## config.mk

```make
export PLATFORM = sky130hd
export DESIGN_NAME = bridge_fault_inj
export DESIGN_NICKNAME = d
export VERILOG_FILES = /design/src/rtl/bfi_pkg.sv /design/src/rtl/bfi_mode_reg.sv /design/src/rtl/bfi_fb_reg.sv /design/src/rtl/bfi_resolve.sv /design/src/rtl/bridge_fault_inj.sv
export SDC_FILE = /design/constraint.sdc
export NUM_CORES = 1
export LEC_CHECK = 0
export CORE_AREA = 2 2 39 41
export CTS_CLUSTER_DIAMETER = 150
export DETAILED_ROUTE_END_ITERATION = 6
export DIE_AREA = 0 0 41 43
export HOLD_SLACK_MARGIN = 0.05
export PLACE_DENSITY_LB_ADDON = 0.12
export SLEW_MARGIN = 15
export SYNTH_ARGS = -nofsm -noshare
export SYNTH_HDL_FRONTEND = slang
export SYNTH_HIERARCHICAL = 1
export SYNTH_SLANG_ARGS = --single-unit
```

## constraint.sdc

```tcl
create_clock -name clk -period 1.4 [get_ports clk]
set_input_delay 0.21 -clock clk [delete_from_list [all_inputs] [get_ports clk]]
set_output_delay 0.21 -clock clk [all_outputs]
set_load 0.05 [all_outputs]
```

## src/rtl/bfi_pkg.sv

```systemverilog
// Shared mode codes for the bridging fault injector.
package bfi_pkg;
    localparam int MODE_W = 3;
    localparam logic [MODE_W-1:0] BR_NONE = 3'b000;
    localparam logic [MODE_W-1:0] BR_AND  = 3'b001;
    localparam logic [MODE_W-1:0] BR_OR   = 3'b010;
    localparam logic [MODE_W-1:0] BR_ADOM = 3'b011;
    localparam logic [MODE_W-1:0] BR_BDOM = 3'b100;
    localparam logic [MODE_W-1:0] BR_FBOR = 3'b101;
endpackage

```

## src/rtl/bfi_mode_reg.sv

```systemverilog
// Mode register: captures the requested fault mode on each clock edge.
// Assumes a synchronous active-low reset that returns the mode to pass-through.
module bfi_mode_reg
    import bfi_pkg::*;
(
    input  logic              clk,
    input  logic              rst_n,
    input  logic [MODE_W-1:0] mode_d,
    output logic [MODE_W-1:0] mode_q
);
    // Latch the mode once per cycle so it cannot change within a cycle.
    always_ff @(posedge clk) begin
        if (!rst_n) mode_q <= BR_NONE;
        else        mode_q <= mode_d;
    end
endmodule

```

## src/rtl/bfi_fb_reg.sv

```systemverilog
// Held-bit register: stores the previous faulty value of line A for the
// feedback short. Assumes a synchronous active-low reset to a known zero.
module bfi_fb_reg #(
    parameter int W = 2
) (
    input  logic         clk,
    input  logic         rst_n,
    input  logic [W-1:0] d,
    output logic [W-1:0] q
);
    // Capture the line value every cycle; clear on reset.
    always_ff @(posedge clk) begin
        if (!rst_n) q <= '0;
        else        q <= d;
    end
endmodule

```

## src/rtl/bfi_resolve.sv

```systemverilog
// Combinational resolver: computes the faulty value of both shorted lines
// from the fault-free pair, the registered mode and the held bits.
// Assumes every bit position is an independent bridged pair.
module bfi_resolve
    import bfi_pkg::*;
#(
    parameter int W = 2
) (
    input  logic [MODE_W-1:0] mode,
    input  logic [W-1:0]      a,
    input  logic [W-1:0]      b,
    input  logic [W-1:0]      held,
    output logic [W-1:0]      a_f,
    output logic [W-1:0]      b_f
);
    // Select the wired behaviour; unlisted codes act as no fault.
    always_comb begin
        a_f = a;
        b_f = b;
        case (mode)
            BR_AND:  begin a_f = a & b;        b_f = a & b;        end
            BR_OR:   begin a_f = a | b;        b_f = a | b;        end
            BR_ADOM: begin a_f = a;            b_f = a;            end
            BR_BDOM: begin a_f = b;            b_f = b;            end
            BR_FBOR: begin a_f = a | b | held; b_f = a | b | held; end
            default: begin a_f = a;            b_f = b;            end
        endcase
    end
endmodule

```

## src/rtl/bridge_fault_inj.sv

```systemverilog
// Bridging fault injector top: registered mode, combinational resolution of
// the shorted pair, a held-bit register for the feedback short, and fanout
// branches that all carry their line's faulty value.
// Assumes inputs settle within the cycle; the data path adds no register.
module bridge_fault_inj
    import bfi_pkg::*;
#(
    parameter int WIDTH  = 2,
    parameter int FANOUT = 3
) (
    input  logic                    clk,
    input  logic                    rst_n,
    input  logic [MODE_W-1:0]       mode_i,
    input  logic [WIDTH-1:0]        a_i,
    input  logic [WIDTH-1:0]        b_i,
    output logic [WIDTH-1:0]        a_o,
    output logic [WIDTH-1:0]        b_o,
    output logic [FANOUT*WIDTH-1:0] a_fan_o,
    output logic [FANOUT*WIDTH-1:0] b_fan_o
);
    logic [MODE_W-1:0] mode_q;
    logic [WIDTH-1:0]  fb_q;
    logic [WIDTH-1:0]  a_f;
    logic [WIDTH-1:0]  b_f;

    bfi_mode_reg u_mode (
        .clk    (clk),
        .rst_n  (rst_n),
        .mode_d (mode_i),
        .mode_q (mode_q)
    );

    bfi_fb_reg #(.W(WIDTH)) u_fb (
        .clk   (clk),
        .rst_n (rst_n),
        .d     (a_f),
        .q     (fb_q)
    );

    bfi_resolve #(.W(WIDTH)) u_res (
        .mode (mode_q),
        .a    (a_i),
        .b    (b_i),
        .held (fb_q),
        .a_f  (a_f),
        .b_f  (b_f)
    );

    // Stem outputs carry the resolved faulty values.
    assign a_o = a_f;
    assign b_o = b_f;

    // Each branch mirrors its stem, as a shorted branch drags the whole net.
    for (genvar k = 0; k < FANOUT; k++) begin : g_branch
        assign a_fan_o[k*WIDTH +: WIDTH] = a_f;
        assign b_fan_o[k*WIDTH +: WIDTH] = b_f;
    end
endmodule

```

==> implementation parameters <==
Parameter                              Value

Status
  Status ... complete, but fails checks
  Failing checks ... negative setup slack

Power
  Share of total power in combinational logic ... 60.9%
  Overall power after layout ... 0.818 mW
  Clock share of power ... 18.9%
  Seq pwr share ... 20.3%
  Sw Share ... 40.4%
  Net Switching ... 0.330 mW
  Pwr/cell area ... 899 nW/um2
  Standby leakage power ... 0.365 nW
  Internal power component ... 0.487 mW
  Worst VDD drop ... 0.452 mV

Clocking
  Clock latency on the worst-skew pair ... 0.23 ns
  Clock edge transition at the registers on the reported setup and hold paths ... 0.04 ns
  # H-tree levels ... 1
  Number of sinks driven by the clock tree ... 5
  Number of hold-repair buffers added at the cts stage ... 0
  Maximum clock insertion buffer count ... 2
  Master cell of the clock root buffer ... clkbuf_4
  CTS buffer count ... 3
  TritonCTS clock tree ... done

Min path
  Endpoint of the worst hold path ... u_mode/mode_q[1]$_SDFF_PN0_
  Path category of the worst min-delay check ... in2reg
  Hold path start ... mode_i[1]
  Cell depth of the worst min-delay path ... 2

Setup path
  FF-to-FF Start ... u_mode/mode_q[0]$_SDFF_PN0_
  Crit path DAT ... 1.37 ns
  Reg2Reg Depth ... 5
  Capturing point of the worst reg2reg path ... u_fb/q[0]$_SDFF_PN0_
  Worst-case register-to-register setup slack ... 0.21 ns
  Critical path type ... reg2out
  Slowest cell on the critical path ... dfxtp_4
  Worst path max stage delay ... 0.37 ns
  List of cells traversed by the critical path ... and2b_2 -> a21oi_4 -> o21ai_4 -> buf_6
  CP required ... 1.19 ns
  Maximum fanout along the worst path ... 8
  Critical Path Start Type ... flop
  Critical path capture point type ... output port

Final layout
  NumNets Final ... 82
  # fillers ... 113
  Antenna Diode Count ... 0
  Multi-input logic area ... 318 um2
  Synthesis-to-layout area growth ... 149%
  Share of cells above drive strength 1 ... 75.0%
  Fin area ... 910 um2
  Area of all sequential standard cells ... 109 um2

Logic synthesis
  Post-synthesis register bit count ... 5
  Top-area cell type share of the netlist area ... 27.4%
  Most repeated cell in the gate-level netlist after synthesis ... buf_4
  Ys flop type ... dfxtp_1
  Proportion of register bits with asynchronous set or reset after synthesis ... 0%
  Sequential cell area fraction in the yosys report ... 27.4%
  Netlist area before placement ... 365 um2
  Synthesized netlist net count ... 55
  Synth top area cells ... dfxtp_1, buf_4, and2_1, a21oi_1, a2bb2oi_1
  Number of enable flip-flop cells after synthesis ... 0
  Most frequent cells after synthesis ... buf_4, and2_1, dfxtp_1
  Avg Inst Size Synth ... 7.94 um2
  Top cell type by total area after synthesis ... dfxtp_1
  Synth unique cells ... 16
  Synth warnings ... 6
  Post-Synthesis Cells ... 46

Detailed routing
  Number of nets still failing antenna checks after routing ... 0
  Drt first-iter violations ... 2
  Number of optimization iterations in the first detailed-route pass ... 2
  DRC violation count after routing ... 0
  Total via count in the routed design ... 405
  Detailed-route wire length ... 1.02 mm
  Via count normalized by instance count ... 4.60
  Wire length per cell after detailed routing ... 11.6 um

Place
  Count of port buffers added during placement ... 24
  Cell area after placement ... 691 um2
  Pre-CTS setup slack ... -0.354 ns
  Final RePlAce weighted congestion ... 0.584

Die
  Initial core utilization ... 26.4%
  Die height ... 43 um
  Boundary pin count ... 25
  Area of the core region ... 1380 um2
  DIE WIDTH ... 41 um
  Standard-cell row count ... 14
  Die ar. ... 1760 um2

STA
  Transition time of the tightest slew-check pin ... 0.249 ns
  Final hold violation count ... 0
  Clock Skews ... 0.000157 ns
  Final critical path time including I/O delays and setup ... 1.58 ns
  Max Slew Vio Count ... 0
  Fin worst setup slack ... -0.182 ns
  Worst slew margin ... 83.3%
  Final Cycle Share ... 113%
  Fmax ... 632 MHz
  Final-report setup violation count ... 16
  RSZ-0062 raised after global routing ... yes
  WHS ... 0.535 ns

GRT
  Maximum number of pins on one net before global-route repair ... 9
  Total overflow reported by the global router ... 0
  Wire length of the first global-routing pass ... 1.46 mm
  Overall Global Routing Usage ... 11.8%
  Via count of the first global-routing pass ... 386
  Antenna violations before repair ... 0

Job
  Max-cap check violation count ... 0
flip-flops by register name, indices dropped and copies added (netlist names):
register,count
u_fb/q,2
u_mode/mode_q,3
worst max-delay path, delay by kind of cell, from the launching register on:
family,cells,cell delay (ns)
AO/OA/AOI/OAI,2,0.31
buffers and inverters,1,0.20
flip-flops,1,0.37
AND/OR/NAND/NOR,1,0.26
worst max path at each step:
stage,from,end,slack (ns),cells after the start
finish,u_mode/mode_q[1]$_SDFF_PN0_,b_fan_o[0],-0.18,4
global route,u_mode/mode_q[1]$_SDFF_PN0_,b_fan_o[0],-0.22,4
CTS,u_mode/mode_q[0]$_SDFF_PN0_,a_o[1],-0.20,4
detailed placement,a_i[0],b_fan_o[2],-0.35,5
global placement,a_i[0],b_o[0],-0.31,5
floorplan,u_mode/mode_q[1]$_SDFF_PN0_,b_fan_o[0],-0.07,4
placed cells by master, fill, tap and decap left out, types with 2 or more instances in the layout:
| cell type | n |
|---|---|
| or2_2 | 2 |
| o22ai_4 | 2 |
| dfxtp_4 | 2 |
| buf_12 | 10 |
| dfxtp_1 | 2 |
| buf_4 | 7 |
| clkdlybuf4s50_1 | 4 |
| a21oi_2 | 3 |
| clkbuf_4 | 3 |
| nor3_2 | 2 |
| a22oi_2 | 2 |
| dlygate4sd2_1 | 4 |
| nand2b_1 | 2 |
| o21ai_4 | 2 |
| a2bb2oi_2 | 2 |
| and2_1 | 5 |
| buf_6 | 8 |
| a31oi_4 | 2 |
final cells by class:
cell class | count | area share, %
flip-flops and latches | 5 | 12.0
well taps | 16 | 2.20
multi-input cells | 28 | 34.9
inverters | 1 | 0.413
clock buffers | 4 | 2.89
repair buffers | 34 | 47.6
routing by layer:
layer	up-vias	track usage [%]	wire [um]
met5	-	0	0
met4	0	4.00	0
met3	0	1.57	29
met2	9	22.5	629
met1	191	11.6	364
li1	205	-	-
timing repair:
item / CTS / global route
pin swaps: 4 / 5
endpoints found under the setup margin: 16 / 16
buffers inserted: 1 / 4
resized for setup: 25 / 10
endpoints found under the hold margin: 0 / 0
power groups by stage:
stage / Sequential (mW) / Clock (mW) / Combinational [mW]
floorplan: 0.161 / 0 / 0.300
global placement: 0.164 / 0 / 0.414
detailed placement: 0.164 / 0 / 0.417
CTS: 0.164 / 0.158 / 0.457
global route: 0.167 / 0.165 / 0.517
finish: 0.166 / 0.154 / 0.498
cell families (layout without fill, tap and decap cells):
| family | Yosys count | after routing | synth area share (%) |
|---|---|---|---|
| and+or+nand+nor | 14 | 14 | 22.9 |
| DFF | 5 | 5 | 27.4 |
| buffers and inverters | 13 | 39 | 25.7 |
| AOI/OAI and AO/OA | 14 | 14 | 24.0 |
stage by stage:
stage,setup TNS (ns),instances,util (%)
after floorplan,-0.639,46,-
after global placement,-4.75,79,49.9
after detailed placement,-5.09,79,49.9
after CTS,-2.52,84,58.7
after global routing,-3.35,88,65.7
final,-2.62,88,65.7
Power figures use the tool's default switching activity.
